File: src/rtl/cmp_timer_pkg.sv
package cmp_timer_pkg;

    localparam int DW   = 16;
    localparam int PSW  = 4;
    localparam int NCMP = 2;

    typedef enum logic [1:0] {
        CM_OFF = 2'd0,
        CM_EQ  = 2'd1,
        CM_GE  = 2'd2,
        CM_EVT = 2'd3
    } cmp_mode_e;

    typedef enum logic [1:0] {
        RG_CMP1  = 2'd0,
        RG_CMP2  = 2'd1,
        RG_CNT   = 2'd2,
        RG_SETUP = 2'd3
    } reg_sel_e;

    typedef struct packed {
        logic           cnt_en;   // 15
        logic           flag2;    // 14
        logic           flag1;    // 13
        logic           lock;     // 12
        logic           stop_en;  // 11
        logic           rsvd;     // 10
        cmp_mode_e      mode2;    // 9:8
        cmp_mode_e      mode1;    // 7:6
        logic           rev_en;   // 5
        logic           clk_sel;  // 4
        logic [PSW-1:0] pscode;   // 3:0
    } setup_t;

    function automatic setup_t strip_status(setup_t s);
        setup_t r;
        r       = s;
        r.flag1 = 1'b0;
        r.flag2 = 1'b0;
        r.rsvd  = 1'b0;
        return r;
    endfunction

endpackage

File: src/rtl/cmt_prescale.sv
module cmt_prescale #(
    parameter int PSW = 4
) (
    input  logic           clk,
    input  logic           rst,
    input  logic           clr,
    input  logic           src_en,
    input  logic [PSW-1:0] code,
    output logic           tick
);
    localparam int PW = (1 << PSW) - 1;

    logic [PW-1:0] phase_q;
    logic [PW-1:0] mask;

    always_comb begin
        mask = (PW'(1) << code) - PW'(1);
        tick = src_en && ((phase_q & mask) == mask);
    end

    always_ff @(posedge clk) begin
        if (rst || clr)
            phase_q <= '0;
        else if (src_en)
            phase_q <= phase_q + PW'(1);
    end
endmodule

File: src/rtl/cmt_counter.sv
module cmt_counter #(
    parameter int W = 16
) (
    input  logic         clk,
    input  logic         rst,
    input  logic         load,
    input  logic [W-1:0] load_val,
    input  logic         tick,
    input  logic         wrap,
    output logic [W-1:0] cnt,
    output logic         adv
);
    always_ff @(posedge clk) begin
        if (rst) begin
            cnt <= '0;
            adv <= 1'b0;
        end else begin
            adv <= tick && !load;
            if (load)
                cnt <= load_val;
            else if (tick)
                cnt <= wrap ? '0 : cnt + W'(1);
        end
    end
endmodule

File: src/rtl/cmt_compare.sv
module cmt_compare
    import cmp_timer_pkg::*;
#(
    parameter int W = 16
) (
    input  logic         clk,
    input  logic         rst,
    input  cmp_mode_e    mode,
    input  logic [W-1:0] cnt,
    input  logic [W-1:0] ref_v,
    input  logic         adv,
    input  logic         clr,
    output logic         hit,
    output logic         reach,
    output logic         flag
);
    logic eq, ge;

    always_comb begin
        eq = (cnt == ref_v);
        ge = (cnt >= ref_v);
        case (mode)
            CM_EQ:   begin hit = eq;        reach = eq; end
            CM_GE:   begin hit = ge;        reach = ge; end
            CM_EVT:  begin hit = eq && adv; reach = eq; end
            default: begin hit = 1'b0;      reach = 1'b0; end
        endcase
    end

    always_ff @(posedge clk) begin
        if (rst)
            flag <= 1'b0;
        else
            flag <= hit || (flag && !clr);
    end
endmodule

File: src/rtl/cmp_timer.sv
module cmp_timer
    import cmp_timer_pkg::*;
(
    input  logic          clk,
    input  logic          rst,
    input  logic          bus_we,
    input  logic [1:0]    bus_widx,
    input  logic [DW-1:0] bus_wdata,
    input  logic [1:0]    bus_ridx,
    output logic [DW-1:0] bus_rdata,
    input  logic          alt_tick,
    input  logic          halt_in,
    input  logic          rst_arm,
    output logic          irq_cmp1,
    output logic          irq_cmp2,
    output logic          wdt_rst_req
);
    setup_t          cfg_q;
    setup_t          wr_setup;
    setup_t          rd_setup;
    logic [DW-1:0]   cmp_q [NCMP];
    logic [DW-1:0]   cnt_q;
    logic            adv_q;
    logic            wr_cnt, wr_set;
    logic            src_en, tick, frozen;
    cmp_mode_e       mode_w  [NCMP];
    logic [NCMP-1:0] hit_w, reach_w, flag_q, clr_w;
    logic            req_q;

    always_comb begin
        wr_setup = setup_t'(bus_wdata);
        wr_cnt   = bus_we && (reg_sel_e'(bus_widx) == RG_CNT);
        wr_set   = bus_we && (reg_sel_e'(bus_widx) == RG_SETUP);
        frozen   = cfg_q.stop_en && halt_in;
        src_en   = cfg_q.cnt_en && !frozen && (cfg_q.clk_sel ? alt_tick : 1'b1);
        mode_w[0] = cfg_q.mode1;
        mode_w[1] = cfg_q.mode2;
        clr_w[0]  = wr_set && wr_setup.flag1;
        clr_w[1]  = wr_set && wr_setup.flag2;
    end

    always_ff @(posedge clk) begin
        if (rst)
            cfg_q <= '0;
        else if (wr_set && !cfg_q.lock)
            cfg_q <= strip_status(wr_setup);
    end

    generate
        for (genvar i = 0; i < NCMP; i++) begin : g_cmp
            always_ff @(posedge clk) begin
                if (rst)
                    cmp_q[i] <= '0;
                else if (bus_we && (bus_widx == 2'(i)))
                    cmp_q[i] <= bus_wdata;
            end

            cmt_compare #(.W(DW)) u_cmp (
                .clk   (clk),
                .rst   (rst),
                .mode  (mode_w[i]),
                .cnt   (cnt_q),
                .ref_v (cmp_q[i]),
                .adv   (adv_q),
                .clr   (clr_w[i]),
                .hit   (hit_w[i]),
                .reach (reach_w[i]),
                .flag  (flag_q[i])
            );
        end
    endgenerate

    cmt_prescale #(.PSW(PSW)) u_pre (
        .clk    (clk),
        .rst    (rst),
        .clr    (!cfg_q.cnt_en || wr_cnt),
        .src_en (src_en),
        .code   (cfg_q.pscode),
        .tick   (tick)
    );

    cmt_counter #(.W(DW)) u_cnt (
        .clk      (clk),
        .rst      (rst),
        .load     (wr_cnt),
        .load_val (bus_wdata),
        .tick     (tick),
        .wrap     (reach_w[1]),
        .cnt      (cnt_q),
        .adv      (adv_q)
    );

    always_ff @(posedge clk) begin
        if (rst)
            req_q <= 1'b0;
        else
            req_q <= hit_w[1] && rst_arm;
    end

    always_comb begin
        rd_setup       = cfg_q;
        rd_setup.flag1 = flag_q[0];
        rd_setup.flag2 = flag_q[1];
        case (reg_sel_e'(bus_ridx))
            RG_CMP1: bus_rdata = cmp_q[0];
            RG_CMP2: bus_rdata = cmp_q[1];
            RG_CNT:  bus_rdata = cnt_q;
            default: bus_rdata = rd_setup;
        endcase
    end

    assign irq_cmp1    = flag_q[0];
    assign irq_cmp2    = flag_q[1];
    assign wdt_rst_req = req_q;
endmodule

File: config.mk
export PLATFORM = sky130hd
export DESIGN_NAME = cmp_timer
export DESIGN_NICKNAME = d
export VERILOG_FILES = /design/src/rtl/cmp_timer_pkg.sv /design/src/rtl/cmt_prescale.sv /design/src/rtl/cmt_counter.sv /design/src/rtl/cmt_compare.sv /design/src/rtl/cmp_timer.sv
export SDC_FILE = /design/constraint.sdc
export NUM_CORES = 1
export LEC_CHECK = 0
export BUFFER_PORTS_ARGS = -buffer_cell sky130_fd_sc_hd__buf_4
export CORE_UTILIZATION = 57
export CTS_CLUSTER_DIAMETER = 30
export CTS_CLUSTER_SIZE = 12
export DETAILED_ROUTE_END_ITERATION = 6
export HOLD_SLACK_MARGIN = 0.05
export PLACE_DENSITY = 0.81
export SLEW_MARGIN = 25
export SYNTH_ARGS = -nofsm -noshare
export SYNTH_HDL_FRONTEND = slang
export SYNTH_SLANG_ARGS = --single-unit
File: constraint.sdc
create_clock -name clk -period 4.9 [get_ports clk]
set_clock_uncertainty 0.05 [all_clocks]
set_input_delay 0.49 -clock clk [delete_from_list [all_inputs] [get_ports clk]]
set_output_delay 0.49 -clock clk [all_outputs]
set_load 0.01 [all_outputs]
Word level (Yosys, flattened, before mapping)
Memories as Yosys holds them, arrays and structs flattened.
Index checks and enable logic that the tools add are counted.
{ "classes": {"n_addsub": 3, "magnitude_cmp": 2, "eq_ne": 14, "shifts": 1, "n_mux": 18, "bitwise": 3, "reduce_logical": 31} }
{ "ops": {"columns": ["op", "n"], "rows": [
  ["two-way mux 16 bit", 5],
  ["case mux 16 bit (3 select lines)", 1],
  ["== test 16 bit", 2],
  [">= comparator 16 bit", 2],
  ["logical AND 1 bit", 17],
  ["adder 16 x 1 -> 16 bit, second input constant", 1],
  ["adder 15 x 1 -> 15 bit, second input constant", 1],
  ["AND 15 bit", 1],
  ["== test 15 bit", 1],
  ["<< shifter 1 x 4 -> 15 bit, first input constant", 1],
  ["subtractor 15 x 2 -> 15 bit, second input constant", 1],
  ["== test 2 bit, second input constant", 7],
  ["two-way mux 1 bit", 9],
  ["== test 2 x 1 -> 1 bit, second input constant", 4],
  ["zero test 1 bit", 6],
  ["case mux 1 bit (3 select lines)", 2],
  ["zero test 2 bit", 2],
  ["logical OR 1 bit", 4],
  ["bitwise OR 1 bit", 2],
  ["case mux 1 bit (2 select lines)", 1],
  ["nonzero test 2 bit", 1],
  ["OR reduction 2 bit", 1]
]} }
{ "totals": {"reg_bits": 48, "mem_bits_rw": 32, "in_bits": 26, "out_inout_bits": 19, "elab_cells": 87, "mem_count": 1} }
{ "mem_list": {"columns": ["name", "words", "word_bits", "read_ports", "rd_ports_with_merged_regs", "write_ports", "line", "source"], "rows": [
  ["cmp_q", 2, 16, 2, 0, 2, "cmp_timer.sv:21", "logic [DW-1:0] cmp_q [NCMP];"]
]} }

Depth between registers and ports, before layout
Gate-level depths: netlist of run 1.
{ "depth": {"ltp_word": 7, "ltp_mapped": 13, "mapped_depth_nobuf": 10} }

Cells and area by module
Synthesis of run 1 repeated with hierarchy kept, for this count alone.
{ "unflattened": {"hier_cells": 553, "area_unflattened_um2": 5376.4} }
{ "by_module_without_submodules": {"columns": ["module", "n_inst", "cells_per_inst", "area_per_inst_um2", "seq_area_each_um2"], "rows": [
  ["cmp_timer", 1, 164, 2301.0, 1241.2],
  ["cmt_counter", 1, 137, 1083.5, 340.3],
  ["cmt_prescale", 1, 120, 1021.0, 300.3],
  ["cmt_compare", 2, 66, 485.5, 20.0]
]} }

Least setup slack after synthesis of run 1
No wires, ideal clock.
{ "synth_path": {"path_type": "register to register", "from": "reg cfg_q[3] (netlist name)", "to": "reg u_cnt.cnt[13]", "setup_ns": 0.135, "arrival_time_ns": 2.377, "required_time_ns": 4.715, "slack_ns": 2.338, "stages_incl_launch_ff": 12, "path_buffers": 2, "period_less_slack_ns": 2.562, "cell_sequence": "dfxtp_1 clkbuf_1 nand3b_1 ha_1 clkbuf_1 nor4b_1 a31oi_1 a211oi_1 nor4b_2 a21oi_1 o211ai_1 o311ai_2"} }
{ "synth_between": {"elab_chain_len": 6} }
{ "synth_rtl": {"columns": ["item", "line", "source"], "rows": [
  ["from (decl)", "cmp_timer.sv:18", "setup_t cfg_q;"],
  ["from (signal assigned)", "cmp_timer.sv:46", "cfg_q <= strip_status(wr_setup);"],
  ["<< shifter 1 x 4 -> 15 bit (*)", "cmt_prescale.sv:17", "mask = (PW'(1) << code) - PW'(1);"],
  ["subtractor 15 x 2 -> 15 bit (*)", "cmt_prescale.sv:17", null],
  ["AND 15 bit", "cmt_prescale.sv:18", "tick = src_en && ((phase_q & mask) == mask);"],
  ["== test 15 bit (*)", "cmt_prescale.sv:18", null],
  ["logical AND 1 bit (*)", "cmt_prescale.sv:18", null],
  ["nonzero test 2 bit (no source line) (*)", null, null],
  ["to (signal assigned)", "cmt_counter.sv:20", "cnt <= load_val;"],
  ["to (signal assigned)", "cmt_counter.sv:22", "cnt <= wrap ? '0 : cnt + W'(1);"],
  ["to (decl)", "cmt_counter.sv:10", "output logic [W-1:0] cnt,"]
]} }
Mark *: on every way between the ends. The rest lies on a longest branch, timed or not.
A chain may end at the register's enable or synchronous reset.

Final worst setup path of run 1
{ "layout_path": {"from": "reg u_cnt.cnt[13]", "to": "reg u_cnt.cnt[10]"} }
{ "layout_between": {"elab_chain_len": 5, "word_cells_on_any_way": 6, "cone_classes": "1 x order compare; 1 x eq/ne; 4 x mux"} }
{ "layout_rtl": {"columns": ["item", "line", "source"], "rows": [
  [">= comparator 16 bit or == test 16 bit (tied branches)", "cmt_compare.sv:21, cmt_compare.sv:20", null],
  ["case mux 1 bit (2 select lines) (*)", "cmt_compare.sv:22", "case (mode)"],
  ["two-way mux 16 bit (*)", "cmt_counter.sv:22", null],
  ["two-way mux 16 bit (*)", "cmt_counter.sv:21", "else if (tick)"],
  ["two-way mux 16 bit (*)", "cmt_counter.sv:19", "if (load)"]
]} }
Mark *: on every way between the ends. The rest lies on a longest branch, timed or not. The select of a mux whose other input is x is not followed.

==> results of run 1 <==
worst min-delay path, stage by stage:
cell and delay, ns:
buf_4 0.10, nand2_1 0.05, o311ai_1 0.06
state kept, by name (all words and copies together) (netlist names):
register,count
u_cnt.adv,1
g_cmp.u_cmp.flag,2
u_pre.phase_q,15
cfg_q,13
cmp_q,32
wdt_rst_req,1
u_cnt.cnt,16
routing by layer:
layer	vias up	part of all wire, %	wire, um	GRT usage (%)
met5	-	0	0	0
met4	0	3.4	451	14.5
met3	40	8.0	1080	5.40
met2	225	47	6230	48.8
met1	2101	42	5640	40.1
li1	2094	-	-	-
worst max path at each step:
stage / from / end / slack, ns
after global placement: u_cnt.cnt[13] / u_cnt.cnt[10] / 1.94
after CTS: u_cnt.cnt[13] / u_cnt.cnt[10] / 1.73
after floorplan: cfg_q[3] / u_cnt.cnt[13] / 2.34
after global routing: u_cnt.cnt[13] / u_cnt.cnt[10] / 1.40
after detailed placement: u_cnt.cnt[13] / u_cnt.cnt[10] / 1.74
final: u_cnt.cnt[13] / u_cnt.cnt[10] / 1.61
synth_stat cells (all sizes together) (5+ instances only):
cell type	count
and2	18
a21o	7
mux4	15
nor2	36
o21ai	35
nand3	14
nand4b	5
nor4	9
a21oi	43
nand4	11
dfxtp	48
buf	10
nand2	55
ha	35
inv	47
xor2	8
edfxtp	32
a2bb2oi	5
and3	19
nor3b	5
nor3	13
clkbuf	22
o211ai	6
a31oi	10
power groups by stage:
stage                     logic [mW]  clock network, mW  registers [mW]
after floorplan                0.155                  0           0.754
final                          0.234              0.466           0.754
after global placement         0.225                  0           0.766
after detailed placement       0.231                  0           0.769
after CTS                      0.233              0.462           0.753
after global routing           0.258              0.490           0.758
cell type report:
cell class	count	area (um^2)
fillers	747	3080
multi-input cells	402	2850
flip-flops and latches	80	1920
repair buffers	45	338
inverters	47	176
clock buffers	11	153
well taps	108	135
clock inverters	5	30.0
cell families (layout without fill, tap and decap cells):
group	after synthesis	count (layout)	synth area share, %
buffers and inverters	79	108	6.25
multiplexers	18	18	7.24
flip-flops	80	80	37.8
AO/OA/AOI/OAI	130	130	16.1
AND/OR/NAND/NOR	208	208	22.1
XOR/XNOR	11	11	1.90
adder cells (fa/ha/maj)	35	35	8.61
==> out/metrics.csv, run 1 <==
metric,value,unit
outcome,completed,
power_frac_seq,51.9,%
drv_cap,0,
vdd_ir_drop_max,0.000128,V
ios,45,
power.density,260,nW/um^2
ant_nets,0,
first_global_vias,4282,
hold_buffers,0,
startpoint_type,flip-flop,
r2r-start,u_cnt.cnt[13],
rows,34,
die_w,96.4,um
postLayoutCoreUtil,64.5,%
swShare,28.5,%
remaining_drc_errors,0,
grtUsageTotal,30.5,%
syn_to_final_growth,10.2,%
cp_max_fo,16,
combPwrFrac,16.1,%
synth_flop_cell,dfxtp_1,
vias,4460,
layout_common_cells,"nand2_1, dfxtp_1, inv_1, buf_4, a21oi_1",
postCtsResizedCells,0,
wire_per_inst,19.2,um
path_buf_inv,0,
start_util,58.6,%
hp-class,input port to flip-flop,
tightest_slew,1.01,ns
synth.yosys.seq_area_share,37.8,%
place_inst,682,
rsz0062_at_grt,no,
r2r_cells,8,
r2r_end,u_cnt.cnt[10],
synth-edff-count,32,
htree_levels,3,
vias_per_cell,6.39,
path_cells,ha_1 > nand4_1 > nor4_1 > o31ai_1 > a311oi_4 > nor2_1 > a41oi_1 > a21oi_1,
syn_inst,561,
ys_seq_elements,80,
setup_ws,1.61,ns
synthArstFlopShare,0,%
synth.cell_area,5080,um^2
fmax,0.304,GHz
ys_warn_count,0,
synthesis.nets,622,
timing.hold.ws,0.321,ns
dr.pass1.iters,5,
pre_cts_ws,1.74,ns
hold_start,bus_wdata[14],
drive_above_1_share,15.4,%
path_clk_slew,0.08,ns
synth.top_cell.area_share,18.9,%
cts.sinks,80,
fin_crit,3.29,ns
insertion_delay,0.36,ns
hold_depth,3,
slew_violations,0,
rrSetupSlack,1.61,ns
setup_viol_count_final,0,
final_common_cell,nand2_1,
worstPathRequired,5.10,ns
clockPowerShare,32.0,%
fin_area,5600,um^2
port_buffers,44,
path_depth,8,
nets,646,
syn_avg_cell_area,9.06,um^2
placed_area,5420,um^2
p_leak,2.22,nW
cp_slowest_cell,a311oi_4,
core_area,8680,um^2
drtIter0Drc,466,
place.gp.congestion,0.896,
cts_buffer_depth,2,
crit_arrival,3.48,ns
cts-root-buf,clkbuf_8,
p_switching,0.414,mW
overflow,0,
wirelength,13400,um
grt_start_max_net_pins,34,
die_h,96.4,um
diodes,0,
setup_tns,0,ns
numCtsBuffers,9,
holdPathEnd,u_cnt.cnt[14],
endpoint_kind,flip-flop,
cts_tree,yes,
critPathMaxStageDelay,0.75,ns
crit_family,compound AO/OA/AOI/OAI gates,
antenna_found_initial,0,
synth_area_leader_cell,dfxtp_1,
dieArea,9300,um^2
postCtsSetupBuffers,0,
post-route-period-util,67.1,%
dp_hpwl,9470,um
synthTopCellsByArea,"dfxtp_1, edfxtp_1, ha_1, mux4_2, a21oi_1",
critPathKind,flip-flop to flip-flop,
final_cells,698,
grt_pass1_wl,21400,um
finalHoldViolCount,0,
p_int,1.04,mW
synth_cell_types,58,
slew_headroom,32.7,%
power,1.45,mW
No activity file was read; power rests on OpenSTA's default activity.
==> inputs of run 2 (changes only) <==
==> constraint.sdc (replaced) <==
create_clock -name clk -period 3.2 [get_ports clk]
set_clock_uncertainty 0.05 [all_clocks]
set_input_delay 0.32 -clock clk [delete_from_list [all_inputs] [get_ports clk]]
set_output_delay 0.32 -clock clk [all_outputs]
set_load 0.01 [all_outputs]
==> out/metrics.csv, run 2 (same netlist as run 1, synthesis figures left out) <==
metric,value,unit,change
fin_crit,2.90,ns,-0.387 ns
hold_depth,3,,unchanged
cp_slowest_cell,nor2_1,,
pre_cts_ws,0.284,ns,-1.46 ns
cts_buffer_depth,2,,unchanged
r2r_cells,8,,unchanged
syn_to_final_growth,12.3,%,
die_h,96.4,um,unchanged
hold_buffers,0,,unchanged
grt_util_met3,5.32,%,-0.078 points
core_area,8680,um^2,unchanged
post-route-period-util,90.7,%,+24 points
dieArea,9300,um^2,unchanged
overflow,0,,unchanged
insertion_delay,0.36,ns,about the same
first_global_vias,4451,,+3.9%
diodes,0,,unchanged
rows,34,,unchanged
place.gp.congestion,0.946,,+5.6%
drv_cap,0,,unchanged
ios,45,,unchanged
critPathKind,flip-flop to flip-flop,,
numCtsBuffers,9,,unchanged
hp-class,input port to flip-flop,,
largestRegisters,"cmp_q x32, u_cnt.cnt x16, u_pre.phase_q x15",,
cts-root-buf,clkbuf_8,,
wire_per_inst,19.7,um,+2.7%
grt_util_met1,40.7,%,+0.56 points
setup_tns,0,ns,unchanged
start_util,58.6,%,unchanged
tightest_slew,1.06,ns,+0.0576 ns
vdd_ir_drop_max,0.000276,V,+110%
ant_nets,0,,unchanged
vias_per_cell,6.44,,+0.72%
startpoint_type,flip-flop,,
setup_ws,0.299,ns,-1.31 ns
finalHoldViolCount,0,,unchanged
path_buf_inv,0,,unchanged
outcome,completed,,
path_cells,ha_1 > a21oi_1 > o21ai_0 > a2bb2oi_1 > a311oi_4 > nor2_1 > nand3_2 > o311ai_1,,
layout_common_cells,"buf_4, nand2_1, dfxtp_1, inv_1, a21oi_1",,
cp_max_fo,12,,-4
antenna_found_initial,0,,unchanged
vias,4582,,+2.7%
place_inst,696,,+2.1%
fmax,0.345,GHz,+13%
cts_tree,yes,,
timing.hold.ws,0.154,ns,-0.167 ns
slew_headroom,28.8,%,-3.9 points
dp_hpwl,9870,um,+4.3%
power.density,398,nW/um^2,+54%
drive_above_1_share,17.4,%,+2.0 points
slew_violations,0,,unchanged
postCtsSetupBuffers,0,,unchanged
drtIter0Drc,468,,+0.43%
final_common_cell,buf_4,,
critPathMaxStageDelay,0.67,ns,-0.08 ns
wirelength,14000,um,+4.7%
busiest_layer,met2,,
path_clk_slew,0.09,ns,about the same
endpoint_kind,flip-flop,,
htree_levels,3,,unchanged
largest-register,cmp_q,,
crit_arrival,3.12,ns,-0.36 ns
cts.sinks,80,,unchanged
crit_family,compound AO/OA/AOI/OAI gates,,
port_buffers,44,,unchanged
nets,660,,+2.2%
rsz0062_at_grt,no,,
remaining_drc_errors,0,,unchanged
largest_reg_flops,32,,unchanged
setup_viol_count_final,0,,unchanged
grt_start_max_net_pins,34,,unchanged
final_cells,712,,+2.0%
dr.pass1.iters,6,,+1
num-fill-cells,737,,-1.3%
die_w,96.4,um,unchanged
worstPathRequired,3.42,ns,-1.68 ns
grtUsageTotal,32.1,%,+1.6 points
grt_pass1_wl,22200,um,+3.7%
p_leak,2.30,nW,+3.5%
use_met2,52.8,%,+4.0 points
path_depth,8,,unchanged
[run 2: worst paths after layout]
path / slack, ns / endpoint / from
worst max register to register: 0.30 / u_cnt.cnt[14] / u_cnt.cnt[5]
worst max-delay path: 0.30 / u_cnt.cnt[14] / u_cnt.cnt[5]
worst min register to register: 0.42 / cfg_q[5] / cfg_q[5]
worst min-delay path: 0.15 / u_cnt.cnt[14] / bus_wdata[14]
[run 2: layout make-up]
cell class / instances / area [um^2] / share of cell area [%]
inverters: 47 / 176 / 3.09
clock buffers: 10 / 128 / 2.24
well taps: 108 / 135 / 2.37
repair buffers: 59 / 443 / 7.76
flip-flops and latches: 80 / 1920 / 33.7
clock inverters: 6 / 60.1 / 1.05
multi-input cells: 402 / 2840 / 49.8
[run 2: tightest hold or removal path, cell delays in order]
cell	delay [ns]
buf_4	0.10
nand2_1	0.05
o311ai_1	0.07
[run 2: routing by layer]
layer  share of wire (%)  vias up
met4                 3.7        0
met2                  49      196
li1                    -     2115
met5                   0        -
met1                  41     2214
met3                 6.5       57
[run 2: where the power goes]
part | switching (mW) | leakage (nW) | internal, mW
sequential | 0.0402 | 0.705 | 1.11
clock | 0.392 | 0.0920 | 0.357
combinational | 0.213 | 1.50 | 0.167
total | 0.645 | 2.30 | 1.63
[run 2: repair_timing]
action                                  in CTS  in global routing
endpoints found under the setup margin       0                 12
hold endpoints to repair                     0                  0
resized for setup                            0                  1
[run 2: stage by stage]
stage	instance area [um^2]	util [%]	power (mW)
3_3_place_gp	5520	63.6	1.52
6_report	5710	65.8	2.28
5_1_grt	5710	65.8	2.36
3_5_place_dp	5520	63.6	1.54
2_1_floorplan	5080	-	1.39
4_1_cts	5710	65.8	2.27
